$ cat src/rtl/fdiv_pkg.sv
package fdiv_pkg;
  // fraction bits of the divider; the accumulator advances by one whole cycle
  localparam int FRAC_BITS = 4;
  localparam int STEP      = 1 << FRAC_BITS;
  // the falling-edge field carries 2 fraction bits fewer than the divider
  localparam int FALL_SHIFT = FRAC_BITS - 2;

  typedef enum logic {
    GATE_FREE = 1'b0,
    GATE_IDLE = 1'b1
  } gate_mode_e;
endpackage

$ cat src/rtl/fdiv_phase_acc.sv
module fdiv_phase_acc
  import fdiv_pkg::*;
#(
  parameter int DIV_W   = 12,
  parameter int MIN_DIV = 64
) (
  input  logic             clk,
  input  logic             rst,
  input  logic [DIV_W-1:0] div_in,
  output logic [DIV_W-1:0] phase_nxt,
  output logic             wrap_nxt
);
  localparam logic [DIV_W-1:0] MIN_V  = DIV_W'(MIN_DIV);
  localparam logic [DIV_W:0]   STEP_V = (DIV_W+1)'(STEP);

  logic [DIV_W-1:0] phase_q;
  logic [DIV_W-1:0] div_q;
  logic [DIV_W-1:0] div_clamped;
  logic [DIV_W:0]   sum;
  logic [DIV_W:0]   diff;

  always_comb begin
    div_clamped = (div_in < MIN_V) ? MIN_V : div_in;
    sum         = {1'b0, phase_q} + STEP_V;
    diff        = sum - {1'b0, div_q};
    wrap_nxt    = (sum >= {1'b0, div_q});
    phase_nxt   = wrap_nxt ? diff[DIV_W-1:0] : sum[DIV_W-1:0];
  end

  always_ff @(posedge clk) begin
    if (rst) begin
      phase_q <= '0;
      div_q   <= div_clamped;
    end else begin
      phase_q <= phase_nxt;
      if (wrap_nxt) div_q <= div_clamped;
    end
  end

  // the divider in use never drops below the floor
  assert_div_floor_R2: assert property (@(posedge clk) disable iff (rst)
    div_q >= MIN_V);

  // the carried remainder always stays inside the current period
  assert_phase_in_range_R3: assert property (@(posedge clk) disable iff (rst)
    phase_q < div_q);
endmodule

$ cat src/rtl/fdiv_edge_gen.sv
module fdiv_edge_gen
  import fdiv_pkg::*;
#(
  parameter int DIV_W  = 12,
  parameter int FALL_W = 10
) (
  input  logic              clk,
  input  logic              rst,
  input  logic [DIV_W-1:0]  phase_nxt,
  input  logic              wrap_nxt,
  input  logic [FALL_W-1:0] fall_in,
  input  logic              idle_en,
  input  logic              req,
  output logic              pix_clk,
  output logic              pix_stb
);
  localparam int CW = (DIV_W > FALL_W + FALL_SHIFT) ? DIV_W : FALL_W + FALL_SHIFT;

  logic [FALL_W-1:0] fall_q;
  logic [FALL_W-1:0] fall_n;
  logic              act_q;
  logic              act_n;
  logic [CW-1:0]     fall_pos;
  logic [CW-1:0]     phase_ext;
  gate_mode_e        mode;

  always_comb begin
    mode      = idle_en ? GATE_IDLE : GATE_FREE;
    fall_n    = wrap_nxt ? fall_in : fall_q;
    act_n     = wrap_nxt ? ((mode == GATE_FREE) || req) : act_q;
    fall_pos  = CW'({fall_n, {FALL_SHIFT{1'b0}}});
    phase_ext = CW'(phase_nxt);
  end

  always_ff @(posedge clk) begin
    if (rst) begin
      fall_q  <= fall_in;
      act_q   <= 1'b0;
      pix_clk <= 1'b0;
      pix_stb <= 1'b0;
    end else begin
      fall_q  <= fall_n;
      act_q   <= act_n;
      pix_clk <= act_n && (phase_ext < fall_pos);
      pix_stb <= wrap_nxt && act_n;
    end
  end

  // a reset edge leaves both outputs low
  assert_reset_quiet_R1: assert property (@(posedge clk)
    rst |=> (!pix_clk && !pix_stb));

  // the clock only rises at the start of a period
  assert_rise_at_start_R4: assert property (@(posedge clk) disable iff (rst)
    $rose(pix_clk) |-> pix_stb);

  // an inactive period produces no clock and no strobe
  assert_idle_silent_R7: assert property (@(posedge clk) disable iff (rst)
    !act_q |-> (!pix_clk && !pix_stb));

  // the strobe lasts a single cycle
  assert_single_strobe_R9: assert property (@(posedge clk) disable iff (rst)
    pix_stb |=> !pix_stb);
endmodule

$ cat src/rtl/fdiv_pixclk.sv
module fdiv_pixclk
  import fdiv_pkg::*;
#(
  parameter int DIV_W   = 12,
  parameter int FALL_W  = 10,
  parameter int MIN_DIV = 64
) (
  input  logic              clk,
  input  logic              rst,
  input  logic [DIV_W-1:0]  cfg_div,
  input  logic [FALL_W-1:0] cfg_fall,
  input  logic              cfg_idle_en,
  input  logic              pix_req,
  output logic              pix_clk,
  output logic              pix_stb
);
  logic [DIV_W-1:0] phase_nxt;
  logic             wrap_nxt;

  fdiv_phase_acc #(
    .DIV_W  (DIV_W),
    .MIN_DIV(MIN_DIV)
  ) u_acc (
    .clk      (clk),
    .rst      (rst),
    .div_in   (cfg_div),
    .phase_nxt(phase_nxt),
    .wrap_nxt (wrap_nxt)
  );

  fdiv_edge_gen #(
    .DIV_W (DIV_W),
    .FALL_W(FALL_W)
  ) u_edge (
    .clk      (clk),
    .rst      (rst),
    .phase_nxt(phase_nxt),
    .wrap_nxt (wrap_nxt),
    .fall_in  (cfg_fall),
    .idle_en  (cfg_idle_en),
    .req      (pix_req),
    .pix_clk  (pix_clk),
    .pix_stb  (pix_stb)
  );
endmodule

$ cat config.mk
export PLATFORM = sky130hd
export DESIGN_NAME = fdiv_pixclk
export DESIGN_NICKNAME = d
export VERILOG_FILES = /design/src/rtl/fdiv_pkg.sv /design/src/rtl/fdiv_phase_acc.sv /design/src/rtl/fdiv_edge_gen.sv /design/src/rtl/fdiv_pixclk.sv
export SDC_FILE = /design/constraint.sdc
export NUM_CORES = 1
export LEC_CHECK = 0
export BUFFER_PORTS_ARGS = -buffer_cell sky130_fd_sc_hd__buf_2
export CAP_MARGIN = 25
export CORE_ASPECT_RATIO = 1.25
export CORE_MARGIN = 4
export CORE_UTILIZATION = 50
export DETAILED_ROUTE_END_ITERATION = 8
export PLACE_DENSITY_LB_ADDON = 0.15
export SKIP_CTS_REPAIR_TIMING = 1
export SLEW_MARGIN = 5
export SYNTH_ARGS = -nofsm -noshare
export SYNTH_HDL_FRONTEND = slang
export SYNTH_HIERARCHICAL = 1
export SYNTH_SLANG_ARGS = --single-unit
export TNS_END_PERCENT = 10
$ cat constraint.sdc
create_clock -name clk -period 7.88 [get_ports clk]
set_input_delay 0 -clock clk [delete_from_list [all_inputs] [get_ports clk]]
set_output_delay 0 -clock clk [all_outputs]
set_load 0.01 [all_outputs]
Yosys cells after proc, flatten, opt, wreduce, memory -nomap -nowiden
Cells that the tools add are included.
{ "totals": {"register_bits": 37, "latchBits": 0, "mem_count": 0, "ram_bits": 0, "in_bits": 26, "mem_bits_ro": 0, "output_inout_bits": 2, "elab_cells": 24} }
{ "op_classes": {"n_addsub": 2, "n_reduce_logical": 4, "multipliers": 0, "n_bitwise": 1, "div": 0, "mux": 8, "magnitude_cmp": 3, "n_eq_ne": 0, "shift": 0} }
{ "op_table": {"columns": ["operator", "n"], "rows": [
  ["2-to-1 mux 12 bit", 4],
  ["2-to-1 mux 10 bit", 2],
  ["adder 12 x 5 -> 13 bit, second input constant", 1],
  [">= comparator 13 x 12 -> 1 bit", 1],
  ["< comparator 12 bit", 1],
  ["< comparator 12 x 7 -> 1 bit, second input constant", 1],
  ["subtractor 12 bit", 1],
  ["logical AND 1 bit", 2],
  ["2-to-1 mux 1 bit", 2],
  ["nonzero test 2 bit", 1],
  ["logical OR 1 bit", 1],
  ["inverter 1 bit", 1]
]} }

Depth between registers and ports, before layout
Gate-level depths: netlist (run 1).
{ "depth": {"ltp_word": 5, "ltp_mapped": 19, "ltp_nobuf": 17} }

Cells and area by module
The synthesis (run 1) kept the hierarchy.
{ "by_module_without_submodules": {"columns": ["module", "cells_per_inst", "seq_area_each_um2", "instances", "area_per_inst_um2"], "rows": [
  ["fdiv_phase_acc", 192, 600.6, 1, 1716.6],
  ["fdiv_edge_gen", 74, 260.2, 1, 785.8]
]} }

Worst setup path after synthesis (run 1)
No wires, ideal clock.
{ "synth_timing": {"kind": "register to register", "from": "register u_acc.phase_q[4]", "to": "register u_edge.pix_clk", "arrival_ns": 3.301, "setup_ns": 0.116, "t_required_ns": 7.764, "synth_period_minus_slack_ns": 3.417, "setup_slack_ns": 4.463, "stages_incl_launch_ff": 20, "n_path_buf": 3, "path_cell_list": "dfxtp_1 ha_1 nand3_1 xor2_1 inv_1 ha_1 a21o_1 a21oi_1 o221ai_2 a21oi_4 inv_2 buf_6 buf_6 buf_12 mux2i_2 ha_1 nand4_1 a211oi_1 o21ai_0 and4_1"} }
{ "synth_via": {"elab_chain_cells": 5, "word_cells_on_any_way": 8, "classes_between": "add/sub: 2; order compare: 2; mux: 3; reduce/logical: 1"} }
{ "synth_lines": {"columns": ["element", "line_no", "source"], "rows": [
  ["start: declaration", "fdiv_phase_acc.sv:16", "logic [DIV_W-1:0] phase_q;"],
  ["start signal: assignment", "fdiv_phase_acc.sv:35", "phase_q <= phase_nxt;"],
  ["adder 12 x 5 -> 13 bit (*)", "fdiv_phase_acc.sv:24", "sum = {1'b0, phase_q} + STEP_V;"],
  [">= comparator 13 x 12 -> 1 bit (*)", "fdiv_phase_acc.sv:26", "wrap_nxt = (sum >= {1'b0, div_q});"],
  ["net wrap_nxt", "fdiv_pixclk.sv:18", "logic wrap_nxt;"],
  ["2-to-1 mux 12 bit or 2-to-1 mux 10 bit (tied branches)", "fdiv_phase_acc.sv:27, fdiv_edge_gen.sv:29", null],
  ["< comparator 12 bit", "fdiv_edge_gen.sv:44", "pix_clk <= act_n && (phase_ext < fall_pos);"],
  ["logical AND 1 bit (*)", "fdiv_edge_gen.sv:44", null],
  ["end signal: assignment", "fdiv_edge_gen.sv:44", null],
  ["end: declaration", "fdiv_edge_gen.sv:14", "output logic pix_clk,"]
]} }
Mark *: on every way through the listed nets, which the timed path passes. The rest lies on a longest branch.
A chain may end at the register's enable or synchronous reset.

Worst setup path after layout (run 1)
{ "layout_timing": {"from": "register u_acc.phase_q[4]", "to": "register u_edge.pix_clk"} }
{ "layout_via": {"elab_chain_cells": 5, "word_cells_on_any_way": 8, "classes_between": "add/sub: 2; order compare: 2; mux: 3; reduce/logical: 1"} }
{ "layout_lines": {"columns": ["element", "line_no", "source"], "rows": [
  ["adder 12 x 5 -> 13 bit", "fdiv_phase_acc.sv:24", null],
  [">= comparator 13 x 12 -> 1 bit", "fdiv_phase_acc.sv:26", null],
  ["net wrap_nxt", "fdiv_pixclk.sv:18", null],
  ["2-to-1 mux 12 bit", "fdiv_phase_acc.sv:27", "phase_nxt = wrap_nxt ? diff[DIV_W-1:0] : sum[DIV_W-1:0];"],
  ["net phase_nxt[3]", "fdiv_pixclk.sv:17", "logic [DIV_W-1:0] phase_nxt;"],
  ["< comparator 12 bit", "fdiv_edge_gen.sv:44", null],
  ["logical AND 1 bit", "fdiv_edge_gen.sv:44", null]
]} }
The timed path passes the listed nets, and every way through them passes these cells.

==> flow_metrics.py, run 1 <==
metrics = {
    "worst_hold_path": {
        "hold_path_startpoint": "cfg_div[5]",
        "min_to": "u_acc/div_q[5]",
        "holdPathStages": 2,
        "timing.hold.worst.class": "in2reg",
    },
    "detailed_routing": {
        "first_drt_iteration_drcs": 146,
        "post_drt_via_cell_ratio": 5.30,
        "antenna_violating_nets_post_route": 0,
        "firstDrtPassIters": 4,
        "num_vias": 1919,
        "post-route-drc-count": 0,
        "wl_per_cell_um": 14.0,
        "detail_route.wirelength_um": 5070,
    },
    "setup_path": {
        "timing.critical_path.from_type": "flip-flop",
        "timing.rr.start": "u_acc/phase_q[4]",
        "worstPathArrival_ps": 4230,
        "r2r_slack_ps": 3840,
        "worst_r2r_path_depth": 14,
        "critical_path_class": "reg2reg",
        "critPathMaxFanout": 24,
        "cp-end-kind": "flip-flop",
        "r2r-end": "u_edge/pix_clk",
        "crit_required_ps": 8060,
    },
    "synthesis": {
        "yosys_warnings": 6,
        "synthesis.area_um2": 2490,
        "synthesis.nets": 313,
        "post_synth_inst_count": 264,
        "syn_avg_cell_area_um2": 9.45,
    },
    "sta": {
        "worst_clock_skew_ps": 3.79,
        "timing.final.max_slew_violations": 0,
        "hold_viol": 5,
        "final_period_minus_worst_setup_slack_ps": 4040,
        "worstMarginPinSlew_ps": 597,
        "postLayoutSetupSlackWorst_ps": 3840,
        "timing.final.setup_violations": 0,
        "rsz_0062_raised_after_global_routing": "no",
        "slew_headroom_pct": 60.1,
        "final.hold.worst_slack_ps": -9.93,
        "tns_ps": 0,
        "final.period_utilization_pct": 51.3,
        "fmaxAchievable_ghz": 0.247,
    },
    "clocking": {
        "clock_tree.root_cell": "clkbuf_8",
        "cts_made_buffers": 5,
        "worst_setup_hold_path_clk_slew_ps": 80,
        "clock_insertion_delay_worst_skew_ps": 280,
        "cts.sink_count": 37,
        "cts_tree": "yes",
        "cts-root-to-sink-buffers": 2,
        "cts_max_level": 2,
    },
    "pwr": {
        "combinational_fraction_of_design_power_pct": 30.7,
        "power.clock.fraction_pct": 28.9,
        "worst_ir_drop_vdd_mv": 0.137,
        "switching_power_share_of_the_total_pct": 30.8,
        "power_switching_w": 0.000171,
        "p_leak_nw": 1.34,
        "seq_power_share_pct": 40.4,
        "cell_internal_pwr_w": 0.000384,
        "ratio_of_total_power_to_cell_area_nw_per_um2": 192,
    },
    "floorplanning": {
        "design.core.area_um2": 4800,
        "die-width_um": 71.2,
        "ios": 28,
        "die_y_um": 87.0,
        "start_util_pct": 52.0,
        "std_cell_rows": 28,
        "die_area_um2": 6190,
    },
    "run": {
        "cap_viol_max_count": 0,
    },
    "cells_and_area": {
        "layout.nets": 350,
        "synthToLayoutAreaGrowth_pct": 15.8,
        "seq_area_um2": 861,
        "final_layout_size_suffix_gt1_share_pct": 18.2,
        "layout.core_utilization_pct": 60.2,
        "multiInputGateArea_um2": 1440,
        "antenna_cells": 0,
        "post_layout_nonfiller_instances": 362,
        "n_fill_cell": 421,
    },
    "global_route": {
        "gr-usage-all-layers_pct": 17.1,
        "antenna_violations_before_repair": 0,
        "first_pass_grt_wire_length_um": 8360,
        "grt-ovfl-total": 0,
        "grt_max_degree": 25,
        "grt_pass1_vias": 1879,
    },
    "placed_design": {
        "hpwlAfterDp_um": 3680,
        "replace_congestion": 0.864,
        "pre_cts_ws_ps": 3900,
        "io_buffers": 27,
        "dpl.cell_count": 338,
    },
    "run_status": {
        "violated_checks": "negative hold slack",
        "status": "finished with violations",
    },
}
[sequential cells by signal, summed over array words and instances, names as in the netlist]
register,cells
u_edge/pix_clk,1
u_acc/phase_q,12
u_edge/act_q,1
u_edge/pix_stb,1
u_edge/fall_q,10
u_acc/div_q,12
[worst max-delay path, stage by stage (launching register included)]
cell      delay [ps]
dfxtp_1          400
ha_1             230
xor2_1           270
ha_1             390
a211o_1          330
a21oi_2          170
o221ai_2         120
a21oi_4          400
inv_2            380
mux2_4           390
ha_1             270
o21ai_0           70
a211oi_1         220
o21ai_0          110
and4_1           170
[cell usage in the layout, fill, tap and decap left out, drive strengths merged, types with 2 or more instances in the layout]
master       instances
clkbuf               7
xor2                 8
buf                 27
mux2                 4
dlygate4sd3         16
a211oi               3
nand4                2
edfxtp              12
nor2b                4
inv                 30
o31ai                3
a31oi                2
o21a                 3
nand2b               6
nand3               10
a21o                 3
and2                11
mux2i               20
nand2               18
a21oi               14
dfxtp               25
xnor2                6
and4                 2
ha                  22
nor2                15
o21ai                9
nor3b                2
[final cells by class]
cell class              instances  share of cell area (%)
well taps                      60                    2.60
multi-input cells             185                    49.7
clock buffers                   7                    3.72
inverters                      29                    3.77
clock inverters                 1                   0.217
repair buffers                 43                    10.2
flip-flops and latches         37                    29.8
[power by group through the flow]
stage | sequential (W) | clock [W] | combinational, W
after CTS | 0.000225 | 0.000166 | 0.000164
after detailed placement | 0.000229 | 0 | 0.000162
final | 0.000225 | 0.000161 | 0.000171
after global routing | 0.000227 | 0.000174 | 0.000193
after global placement | 0.000229 | 0 | 0.000161
after floorplan | 0.000227 | 0 | 0.000134
[routing by layer]
| layer | wire (µm) | track usage [%] | vias up |
|---|---|---|---|
| met5 | 0 | 0 | - |
| met4 | 87 | 6.84 | 0 |
| met3 | 141 | 2.66 | 6 |
| met2 | 2600 | 29.1 | 32 |
| met1 | 2230 | 21.4 | 890 |
| li1 | - | - | 991 |
[stage by stage]
stage | power, W | instance area (µm²)
global placement | 0.000390 | 2620
floorplan | 0.000360 | 2490
global route | 0.000594 | 2890
detailed placement | 0.000391 | 2620
CTS | 0.000555 | 2730
finish | 0.000556 | 2890
[worst max-delay path by stage]
stage | startpoint | endpoint | slack (ps)
floorplan | u_acc/phase_q[4] | u_edge/pix_clk | 4460
global placement | u_acc/phase_q[4] | u_edge/pix_clk | 3980
detailed placement | u_acc/phase_q[4] | u_edge/pix_clk | 3900
CTS | u_acc/phase_q[4] | u_edge/pix_clk | 3860
global route | u_acc/phase_q[4] | u_edge/pix_clk | 3550
finish | u_acc/phase_q[4] | u_edge/pix_clk | 3840
No activity file was read; power rests on OpenSTA's default activity.
==> run 2, diff against run 1 <==
--- a/config.mk
+++ b/config.mk
@@ -5,6 +5,7 @@
 export SDC_FILE = /design/constraint.sdc
 export NUM_CORES = 1
 export LEC_CHECK = 0
+export ABC_AREA = 1
 export BUFFER_PORTS_ARGS = -buffer_cell sky130_fd_sc_hd__buf_2
 export CAP_MARGIN = 25
 export CORE_ASPECT_RATIO = 1.25
==> constraint.sdc (replaced) <==
create_clock -name clk -period 3.35 [get_ports clk]
set_input_delay 0 -clock clk [delete_from_list [all_inputs] [get_ports clk]]
set_output_delay 0 -clock clk [all_outputs]
set_load 0.01 [all_outputs]
==> flow_metrics.py, run 2 <==
metrics = {
    "run_status": {
        "status": "finished with violations",
        "violated_checks": "negative hold slack",
    },
    "floorplanning": {
        "design.core.area_um2": 5150,
        "die-width_um": 73.9,
        "die_area_um2": 6670,
        "ios": 28,
        "std_cell_rows": 29,
        "die_y_um": 90.3,
        "start_util_pct": 52.6,
    },
    "setup_path": {
        "timing.critical_path.mode_cell": "nand2_2",
        "critPathMaxFanout": 6,
        "buf_inv_stages_crit_path": 1,
        "worst_path_dominant_cell_family": "simple AND/OR/NAND/NOR gates",
        "slowest_delay_ps": 370,
        "crit_slowest_cell": "dfxtp_2",
        "timing.critical_path.from_type": "flip-flop",
        "critical_path_class": "reg2reg",
        "crit_required_ps": 3530,
        "crit_chain": "ha_4 > nand2_2 > nor2_4 > nand3_2 > xnor2_2 > ha_4 > nand2_2 > nand2_2 > a21oi_2 > nand3_2 > nor2_4 > nand2_8 > buf_8 > nand2_2 > nand2_1 > ha_1 > nand2_1 > nor2_2 > nand4_1 > a21oi_2 > nor2_1",
        "cp-end-kind": "flip-flop",
        "worstPathArrival_ps": 3460,
    },
    "placed_design": {
        "io_buffers": 27,
        "hpwlAfterDp_um": 4450,
        "replace_congestion": 0.829,
        "dpl.cell_count": 459,
    },
    "cells_and_area": {
        "final_layout_size_suffix_gt1_share_pct": 27.6,
        "layout.nets": 483,
        "largestRegisters": "u_acc/div_q x12, u_acc/phase_q x12, u_edge/fall_q x10",
        "antenna_cells": 0,
        "mostFrequentLayoutCells": "102 x nand2_1, 68 x inv_1, 27 x buf_2, 22 x nor2_1, 21 x dfxtp_1",
        "post_layout_nonfiller_instances": 497,
        "synthToLayoutAreaGrowth_pct": 29.7,
        "n_fill_cell": 414,
        "layout.cells.most_common": "nand2_1",
    },
    "pwr": {
        "p_leak_nw": 1.87,
        "totalPowerFinal_w": 0.00167,
        "worst_ir_drop_vdd_mv": 0.343,
        "ratio_of_total_power_to_cell_area_nw_per_um2": 475,
    },
    "clocking": {
        "cts_max_level": 2,
        "clock_tree.root_cell": "clkbuf_8",
        "cts-root-to-sink-buffers": 2,
        "cts.sink_count": 37,
        "cts_made_buffers": 5,
        "worst_setup_hold_path_clk_slew_ps": 70,
        "clock_insertion_delay_worst_skew_ps": 290,
        "cts_tree": "yes",
    },
    "global_route": {
        "first_pass_grt_wire_length_um": 9430,
        "antenna_violations_before_repair": 0,
        "grt-ovfl-total": 0,
        "grt_pass1_vias": 2214,
        "grt_max_degree": 35,
        "gr-usage-all-layers_pct": 17.9,
    },
    "run": {
        "cap_viol_max_count": 0,
    },
    "synthesis": {
        "post_synth_inst_count": 375,
        "synthesis.nets": 424,
        "syn_avg_cell_area_um2": 7.23,
        "yosys_warnings": 6,
        "synthesis.area_um2": 2710,
    },
    "sta": {
        "fmaxAchievable_ghz": 0.305,
        "slew_headroom_pct": 56.9,
        "timing.final.max_slew_violations": 0,
        "final.period_utilization_pct": 97.7,
        "timing.final.setup_violations": 0,
        "worstMarginPinSlew_ps": 647,
        "final.hold.worst_slack_ps": -21.2,
        "worst_clock_skew_ps": 5.72,
        "final_period_minus_worst_setup_slack_ps": 3270,
        "hold_viol": 2,
    },
    "detailed_routing": {
        "firstDrtPassIters": 4,
        "post-route-drc-count": 0,
        "wl_per_cell_um": 13.4,
        "num_vias": 2481,
        "detail_route.wirelength_um": 6640,
        "post_drt_via_cell_ratio": 4.99,
        "first_drt_iteration_drcs": 132,
        "antenna_violating_nets_post_route": 0,
    },
    "worst_hold_path": {
        "timing.hold.worst.class": "in2reg",
    },
}
==> run 2: worst min-delay path, cell delays in order <==
cell and delay [ps]:
buf_2 70, nand2_1 40, inv_1 40
==> run 2: final timing paths <==
path | from | to | slack, ps | cells after the start
hold reg to reg | u_edge/fall_q[1] | u_edge/fall_q[1] | 530 | 2
setup reg to reg | u_acc/phase_q[5] | u_edge/pix_clk | 80 | 21
hold / removal | cfg_div[1] | u_acc/div_q[1] | -20 | 3
setup / recovery | u_acc/phase_q[5] | u_edge/pix_clk | 80 | 21
==> run 2: final cells by class <==
cell class	count	area [µm²]	area share [%]
clock buffer	8	90.1	2.56
inverter	72	270	7.69
multi-input combinational	254	1720	48.9
sequential	37	868	24.7
tap	62	77.6	2.21
timing repair buffer	64	492	14.0
==> run 2: stage by stage <==
stage               setup slack [ps]  hold slack (ps)  util [%]  TNS (ps)  cell area [µm²]
floorplan                        171             62.4         -         0             2710
global placement                73.6              192      56.6         0             2920
detailed placement             -49.8              195      56.6     -49.8             2920
CTS                            -70.1             -106      58.4     -70.1             3010
global route                   -91.7            -1.07      68.2     -91.7             3520
finish                          76.1            -21.2      68.2         0             3520
==> run 2: per-layer routing <==
metal / vias up / wire length (µm) / share of wire [%] / global-route usage (%)
met5: - / 0 / 0 / 0
met4: 0 / 229 / 3.4 / 8.16
met3: 19 / 242 / 3.6 / 2.00
met2: 70 / 3440 / 52 / 30.0
met1: 1114 / 2720 / 41 / 22.3
li1: 1278 / - / - / -
==> run 2: report_power, final <==
part           internal (W)  switching, W
combinational      0.000340      0.000460
sequential         0.000522     0.0000316
clock              0.000168      0.000149
